--- src/rtl/eeslv_pkg.sv ---
package eeslv_pkg;
  localparam int ADDR_W = 7;
  localparam int DATA_W = 8;
  localparam logic [3:0] DEV_CODE = 4'b1010;

  typedef enum logic [3:0] {
    S_IDLE, S_DEV, S_DEV_ACK, S_WADR, S_WADR_ACK,
    S_WDAT, S_WDAT_ACK, S_RDAT, S_RACK
  } bus_state_e;

  function automatic logic code_hit(input logic [DATA_W-1:0] b);
    return b[DATA_W-1 -: 4] == DEV_CODE;
  endfunction
endpackage

--- src/rtl/eeslv_line_events.sv ---
module eeslv_line_events (
  input  logic clk,
  input  logic rst_n,
  input  logic scl_i,
  input  logic sda_i,
  output logic scl_rise,
  output logic scl_fall,
  output logic ev_start,
  output logic ev_stop
);
  logic scl_q, sda_q;

  always_ff @(posedge clk) begin
    if (!rst_n) begin
      scl_q <= 1'b1;
      sda_q <= 1'b1;
    end else begin
      scl_q <= scl_i;
      sda_q <= sda_i;
    end
  end

  assign scl_rise = scl_i & ~scl_q;
  assign scl_fall = ~scl_i & scl_q;
  assign ev_start = scl_i & scl_q & sda_q & ~sda_i;
  assign ev_stop  = scl_i & scl_q & ~sda_q & sda_i;
endmodule

--- src/rtl/eeslv_array.sv ---
module eeslv_array #(
  parameter int AW = 7,
  parameter int DW = 8
) (
  input  logic          clk,
  input  logic          rst_n,
  input  logic          we,
  input  logic [AW-1:0] waddr,
  input  logic [DW-1:0] wdata,
  input  logic [AW-1:0] raddr,
  output logic [DW-1:0] rdata
);
  localparam int DEPTH = 1 << AW;
  logic [DW-1:0] cells [DEPTH];

  always_ff @(posedge clk) begin
    if (!rst_n) begin
      for (int i = 0; i < DEPTH; i++) cells[i] <= '0;
    end else if (we) begin
      cells[waddr] <= wdata;
    end
  end

  assign rdata = cells[raddr];
endmodule

--- src/rtl/eeslv_commit_timer.sv ---
module eeslv_commit_timer #(
  parameter int AW = 7,
  parameter int DW = 8,
  parameter int CYCLES = 64
) (
  input  logic          clk,
  input  logic          rst_n,
  input  logic          start,
  input  logic [AW-1:0] addr,
  input  logic [DW-1:0] data,
  output logic          busy,
  output logic          mem_we,
  output logic [AW-1:0] mem_waddr,
  output logic [DW-1:0] mem_wdata
);
  localparam int CW = $clog2(CYCLES + 1);
  localparam logic [CW-1:0] LOAD = CW'(CYCLES);
  localparam logic [CW-1:0] LAST = CW'(1);

  logic [CW-1:0] cnt;

  always_ff @(posedge clk) begin
    if (!rst_n) begin
      cnt       <= '0;
      mem_waddr <= '0;
      mem_wdata <= '0;
    end else if (start && cnt == '0) begin
      cnt       <= LOAD;
      mem_waddr <= addr;
      mem_wdata <= data;
    end else if (cnt != '0) begin
      cnt <= cnt - LAST;
    end
  end

  assign busy   = cnt != '0;
  assign mem_we = cnt == LAST;
endmodule

--- src/rtl/eeslv_top.sv ---
module eeslv_top
  import eeslv_pkg::*;
#(
  parameter int WR_CYCLES = 64
) (
  input  logic clk,
  input  logic rst_n,
  input  logic scl_i,
  input  logic sda_i,
  input  logic wr_en_i,
  output logic sda_pull_o,
  output logic busy_o
);
  localparam logic [3:0] LAST_BIT = 4'd8;

  function automatic logic [ADDR_W-1:0] ptr_next(input logic [ADDR_W-1:0] p);
    return p + 1'b1;
  endfunction

  logic scl_rise, scl_fall, ev_start, ev_stop;
  logic mem_we, commit_go;
  logic [ADDR_W-1:0] mem_waddr;
  logic [DATA_W-1:0] mem_wdata, mem_rdata;

  bus_state_e        state;
  logic [3:0]        bit_cnt;
  logic [DATA_W-1:0] shreg, tx_sh, wbuf;
  logic [ADDR_W-1:0] ptr, wadr;
  logic              wpend, ack_pull, rd_dir, mack;
  logic              byte_done, dev_ack_go, rd_drive;

  eeslv_line_events u_events (
    .clk(clk), .rst_n(rst_n), .scl_i(scl_i), .sda_i(sda_i),
    .scl_rise(scl_rise), .scl_fall(scl_fall),
    .ev_start(ev_start), .ev_stop(ev_stop)
  );

  eeslv_commit_timer #(.AW(ADDR_W), .DW(DATA_W), .CYCLES(WR_CYCLES)) u_timer (
    .clk(clk), .rst_n(rst_n), .start(commit_go), .addr(wadr), .data(wbuf),
    .busy(busy_o), .mem_we(mem_we), .mem_waddr(mem_waddr), .mem_wdata(mem_wdata)
  );

  eeslv_array #(.AW(ADDR_W), .DW(DATA_W)) u_array (
    .clk(clk), .rst_n(rst_n), .we(mem_we), .waddr(mem_waddr),
    .wdata(mem_wdata), .raddr(ptr), .rdata(mem_rdata)
  );

  assign byte_done  = scl_fall && bit_cnt == LAST_BIT;
  assign dev_ack_go = code_hit(shreg) && !busy_o;
  assign commit_go  = ev_stop && wpend && wr_en_i;
  assign rd_drive   = (state == S_RDAT) && !tx_sh[DATA_W-1];
  assign sda_pull_o = ack_pull | rd_drive;

  always_ff @(posedge clk) begin
    if (!rst_n) begin
      state    <= S_IDLE;
      bit_cnt  <= '0;
      shreg    <= '0;
      tx_sh    <= '0;
      wbuf     <= '0;
      ptr      <= '0;
      wadr     <= '0;
      wpend    <= 1'b0;
      ack_pull <= 1'b0;
      rd_dir   <= 1'b0;
      mack     <= 1'b0;
    end else if (ev_start) begin
      state    <= S_DEV;
      bit_cnt  <= '0;
      ack_pull <= 1'b0;
      wpend    <= 1'b0;
    end else if (ev_stop) begin
      state    <= S_IDLE;
      ack_pull <= 1'b0;
      wpend    <= 1'b0;
    end else begin
      case (state)
        S_DEV, S_WADR, S_WDAT: begin
          if (scl_rise) begin
            shreg   <= {shreg[DATA_W-2:0], sda_i};
            bit_cnt <= bit_cnt + 4'd1;
          end else if (byte_done) begin
            bit_cnt <= '0;
            if (state == S_DEV) begin
              if (dev_ack_go) begin
                ack_pull <= 1'b1;
                rd_dir   <= shreg[0];
                state    <= S_DEV_ACK;
              end else begin
                state <= S_IDLE;
              end
            end else if (state == S_WADR) begin
              ack_pull <= 1'b1;
              wadr     <= shreg[ADDR_W-1:0];
              state    <= S_WADR_ACK;
            end else begin
              ack_pull <= 1'b1;
              wbuf     <= shreg;
              wpend    <= 1'b1;
              state    <= S_WDAT_ACK;
            end
          end
        end
        S_DEV_ACK: if (scl_fall) begin
          ack_pull <= 1'b0;
          bit_cnt  <= '0;
          if (rd_dir) begin
            tx_sh <= mem_rdata;
            ptr   <= ptr_next(ptr);
            state <= S_RDAT;
          end else begin
            state <= S_WADR;
          end
        end
        S_WADR_ACK: if (scl_fall) begin
          ack_pull <= 1'b0;
          ptr      <= wadr;
          state    <= S_WDAT;
        end
        S_WDAT_ACK: if (scl_fall) begin
          ack_pull <= 1'b0;
          ptr      <= ptr_next(ptr);
          state    <= S_IDLE;
        end
        S_RDAT: if (scl_fall) begin
          tx_sh   <= {tx_sh[DATA_W-2:0], 1'b1};
          bit_cnt <= bit_cnt + 4'd1;
          if (bit_cnt == 4'd7) state <= S_RACK;
        end
        S_RACK: begin
          if (scl_rise) mack <= ~sda_i;
          else if (scl_fall) begin
            bit_cnt <= '0;
            if (mack) begin
              tx_sh <= mem_rdata;
              ptr   <= ptr_next(ptr);
              state <= S_RDAT;
            end else begin
              state <= S_IDLE;
            end
          end
        end
        default: ;
      endcase
    end
  end
endmodule

--- config.mk ---
export PLATFORM = sky130hd
export DESIGN_NAME = eeslv_top
export DESIGN_NICKNAME = d
export VERILOG_FILES = /design/src/rtl/eeslv_pkg.sv /design/src/rtl/eeslv_line_events.sv /design/src/rtl/eeslv_array.sv /design/src/rtl/eeslv_commit_timer.sv /design/src/rtl/eeslv_top.sv
export SDC_FILE = /design/constraint.sdc
export NUM_CORES = 2
export LEC_CHECK = 0
export BUFFER_PORTS_ARGS = -buffer_cell sky130_fd_sc_hd__buf_2
export CAP_MARGIN = 20
export CORE_MARGIN = 4
export CORE_UTILIZATION = 35
export CTS_BUF_LIST = sky130_fd_sc_hd__clkbuf_2 sky130_fd_sc_hd__clkbuf_4 sky130_fd_sc_hd__clkbuf_8
export DETAILED_ROUTE_END_ITERATION = 7
export SYNTH_ARGS = -nofsm -noshare
export SYNTH_HDL_FRONTEND = slang
export SYNTH_SLANG_ARGS = --single-unit
--- constraint.sdc ---
create_clock -name clk -period 4.9 [get_ports clk]
set_clock_uncertainty 0.1 [all_clocks]
set_input_delay 0.245 -clock clk [delete_from_list [all_inputs] [get_ports clk]]
set_output_delay 0.245 -clock clk [all_outputs]
set_load 0.05 [all_outputs]
==> out/qor.txt <==
Crit Path Category - register to register
largest net degree at the start of global routing - 84
ys flop type - edfxtp_1
root buf cell - clkbuf_8
total track usage - 0.181
Synth cell types - 67
Worst Max-Slew Pin Slew - 1260 ps
Final period util - 0.713
sequential fraction of the synthesis area - 0.634
cell total after placement - 5351
PwrDens - 352 nW/um^2
Rel. slew slack - 0.157
FF-to-FF path depth - 7
Slew Viols, Final - 0
hold path depth - 3
Starting DRT DRC Count - 3045
initial antenna violation count - 2
CP arrival - 4190 ps
Worst Hold Slack - 154 ps
Placement Rows - 139
post-layout instance area - 57500 um^2
startpoint types - register
Synth Area per Inst - 14.3 um^2
Net Count, Synth - 3588
status - complete, no violations
drt pass-1 iters - 5
synthesis-stage register bit count - 1105
Setup Buffers After CTS - 0
Layout area overhead - 12.7%
first-pass GRT wire length - 205000 um
CTS tree - built
DRC viols - 0
post-synthesis cell area - 51000 um^2
Min-Delay Path Class - input port to register
hold_sp - scl_i
Max clock buf depth - 3
GRT Residual Overflow - 0
die span in y - 390 um
leakage - 19.0 nW
Post-DP Area - 53400 um^2
WL/cell - 24.1 um
setup TNS - 0 ps
DP Worst Slack - 1340 ps
top-count cell post-synth - and2_1
share of layout cells above drive strength 1 - 0.206
I/O pin total - 7
Fin. Hold Viols - 0
Worst Path Max Fanout - 38
nets - 3691
Sink Count - 1105
Yosys top cell by area - edfxtp_1
TritonCTS buffer count - 189
vias post-DR - 30164
DP HPWL - 86900 um
Crit. End Element - register
CP Data Required Time - 5590 ps
min Tclk post-route - 3500 ps
vias in the first global route - 30460
final worst slack - 1400 ps
register area - 32400 um^2
die width - 390 um
Syn. warnings - 0
final setup violation count - 0
# port buffers - 6
multi-input logic area - 17400 um^2
most common library cells after synthesis - and2_1 (1030), edfxtp_1 (1024), mux4_2 (246)
worst skew pair latency - 900 ps
Post-synth ARST share - 0
Max Freq - 286 MHz
Post-Synthesis Cells - 3578
non-filler cells, final - 5735
EDFF count, synth - 1024
final WL - 138000 um
MaxCap Viol Count - 0
peak supply drop - 0.284 mV
main area contributors after synthesis - edfxtp_1 (60%), and2_1 (13%), mux4_2 (11%)
post-synth top area share - 0.602
Avg Vias per Cell - 5.26
unrepaired setup endpoints after global routing - no
Final ANT Viol Nets - 0
Starting Density - 0.354
routability congestion estimate - 0.829
fillcell total - 13112
Core Region - 144000 um^2
clk slew on worst S/H paths - 60 ps
H-tree Lvls - 4
die area - 152000 um^2
## per-stage QoR
stage | power, mW | util
global route | 20.9 | 0.399
finish | 20.2 | 0.399
floorplan | 11.5 | -
CTS | 20.4 | 0.398
detailed placement | 11.9 | 0.371
global placement | 11.9 | 0.370
## cell families (layout without fill, tap and decap cells)
kind of cell / Yosys count / count (layout) / share of synthesized area
simple gates: 1434 / 1434 / 0.163
other cells: 0 / 4 / 0
fa+ha+maj: 5 / 5 / 0.00123
buf+inv: 294 / 544 / 0.0253
compound gates: 372 / 372 / 0.0438
flops: 1105 / 1105 / 0.634
xor+xnor: 6 / 6 / 0.00103
mux: 362 / 362 / 0.132
## sequential cells by signal, indices dropped and copies added, names as in the netlist, named ones only
register,flops
ack_pull,1
bit_cnt,4
mack,1
ptr,7
rd_dir,1
shreg,8
state,4
tx_sh,8
u_array.cells,1024
u_events.scl_q,1
u_events.sda_q,1
u_timer.cnt,7
u_timer.mem_waddr,7
u_timer.mem_wdata,8
wadr,7
wbuf,8
wpend,1
## timing repair
item	CTS	global route
hold buffers	7	0
resized for setup	0	0
endpoints found under the hold margin	118	0
## final cells by class
type                       instances  area share
inverter                          15    0.000979
antenna                            4    0.000174
tap                             1903      0.0414
multi-input combinational       2179       0.303
timing repair buffer             191      0.0252
clock buffer                     251      0.0535
clock inverter                    87      0.0125
sequential                      1105       0.564
## cells in the final DEF (no fill, tap or decap), drive strengths merged, types with 7 or more instances in the layout
| cell type | n |
|---|---|
| nand3 | 21 |
| nand2 | 81 |
| o221ai | 9 |
| mux4 | 246 |
| edfxtp | 1024 |
| nor2b | 22 |
| nor2 | 207 |
| dlygate4sd3 | 7 |
| nand3b | 8 |
| a31oi | 9 |
| o21ai | 158 |
| clkbuf | 258 |
| buf | 177 |
| and2 | 1030 |
| clkinv | 63 |
| or2 | 9 |
| a22oi | 33 |
| nand2b | 15 |
| mux2i | 96 |
| a21oi | 71 |
| nor3 | 12 |
| dfxtp | 81 |
| mux2 | 20 |
| o22ai | 33 |
| o211ai | 10 |
| inv | 24 |
| bufinv | 10 |
## critical path, cell delays in order, from the launching register on
cell and delay, ps:
dfxtp_4 930, buf_12 370, mux4_2 540, o22ai_1 320
nor2_1 190, nor2_1 370, o2111ai_1 190, o221a_2 280
## worst paths after layout
check / to / slack (ps)
max: tx_sh[2]$_SDFFE_PN0P_ / 1400
min: u_events.scl_q$_SDFF_PN1_ / 150
max reg2reg: tx_sh[2]$_SDFFE_PN0P_ / 1400
min reg2reg: u_timer.mem_wdata[3]$_SDFFE_PN0P_ / 340
## layer usage
metal / global-route usage / up-vias / wire length [um]
met5: 0 / - / 0
met4: 0.0647 / 0 / 4030
met3: 0.0349 / 232 / 10100
met2: 0.287 / 1165 / 65000
met1: 0.249 / 15368 / 59300
li1: - / 13399 / -
## power by group
part / leakage (nW) / switching, mW / internal, mW
combinational: 6.60 / 0.504 / 0.307
sequential: 10.4 / 0.167 / 10.7
clock: 2.00 / 3.88 / 4.64
(Power assumes the default switching activity.)
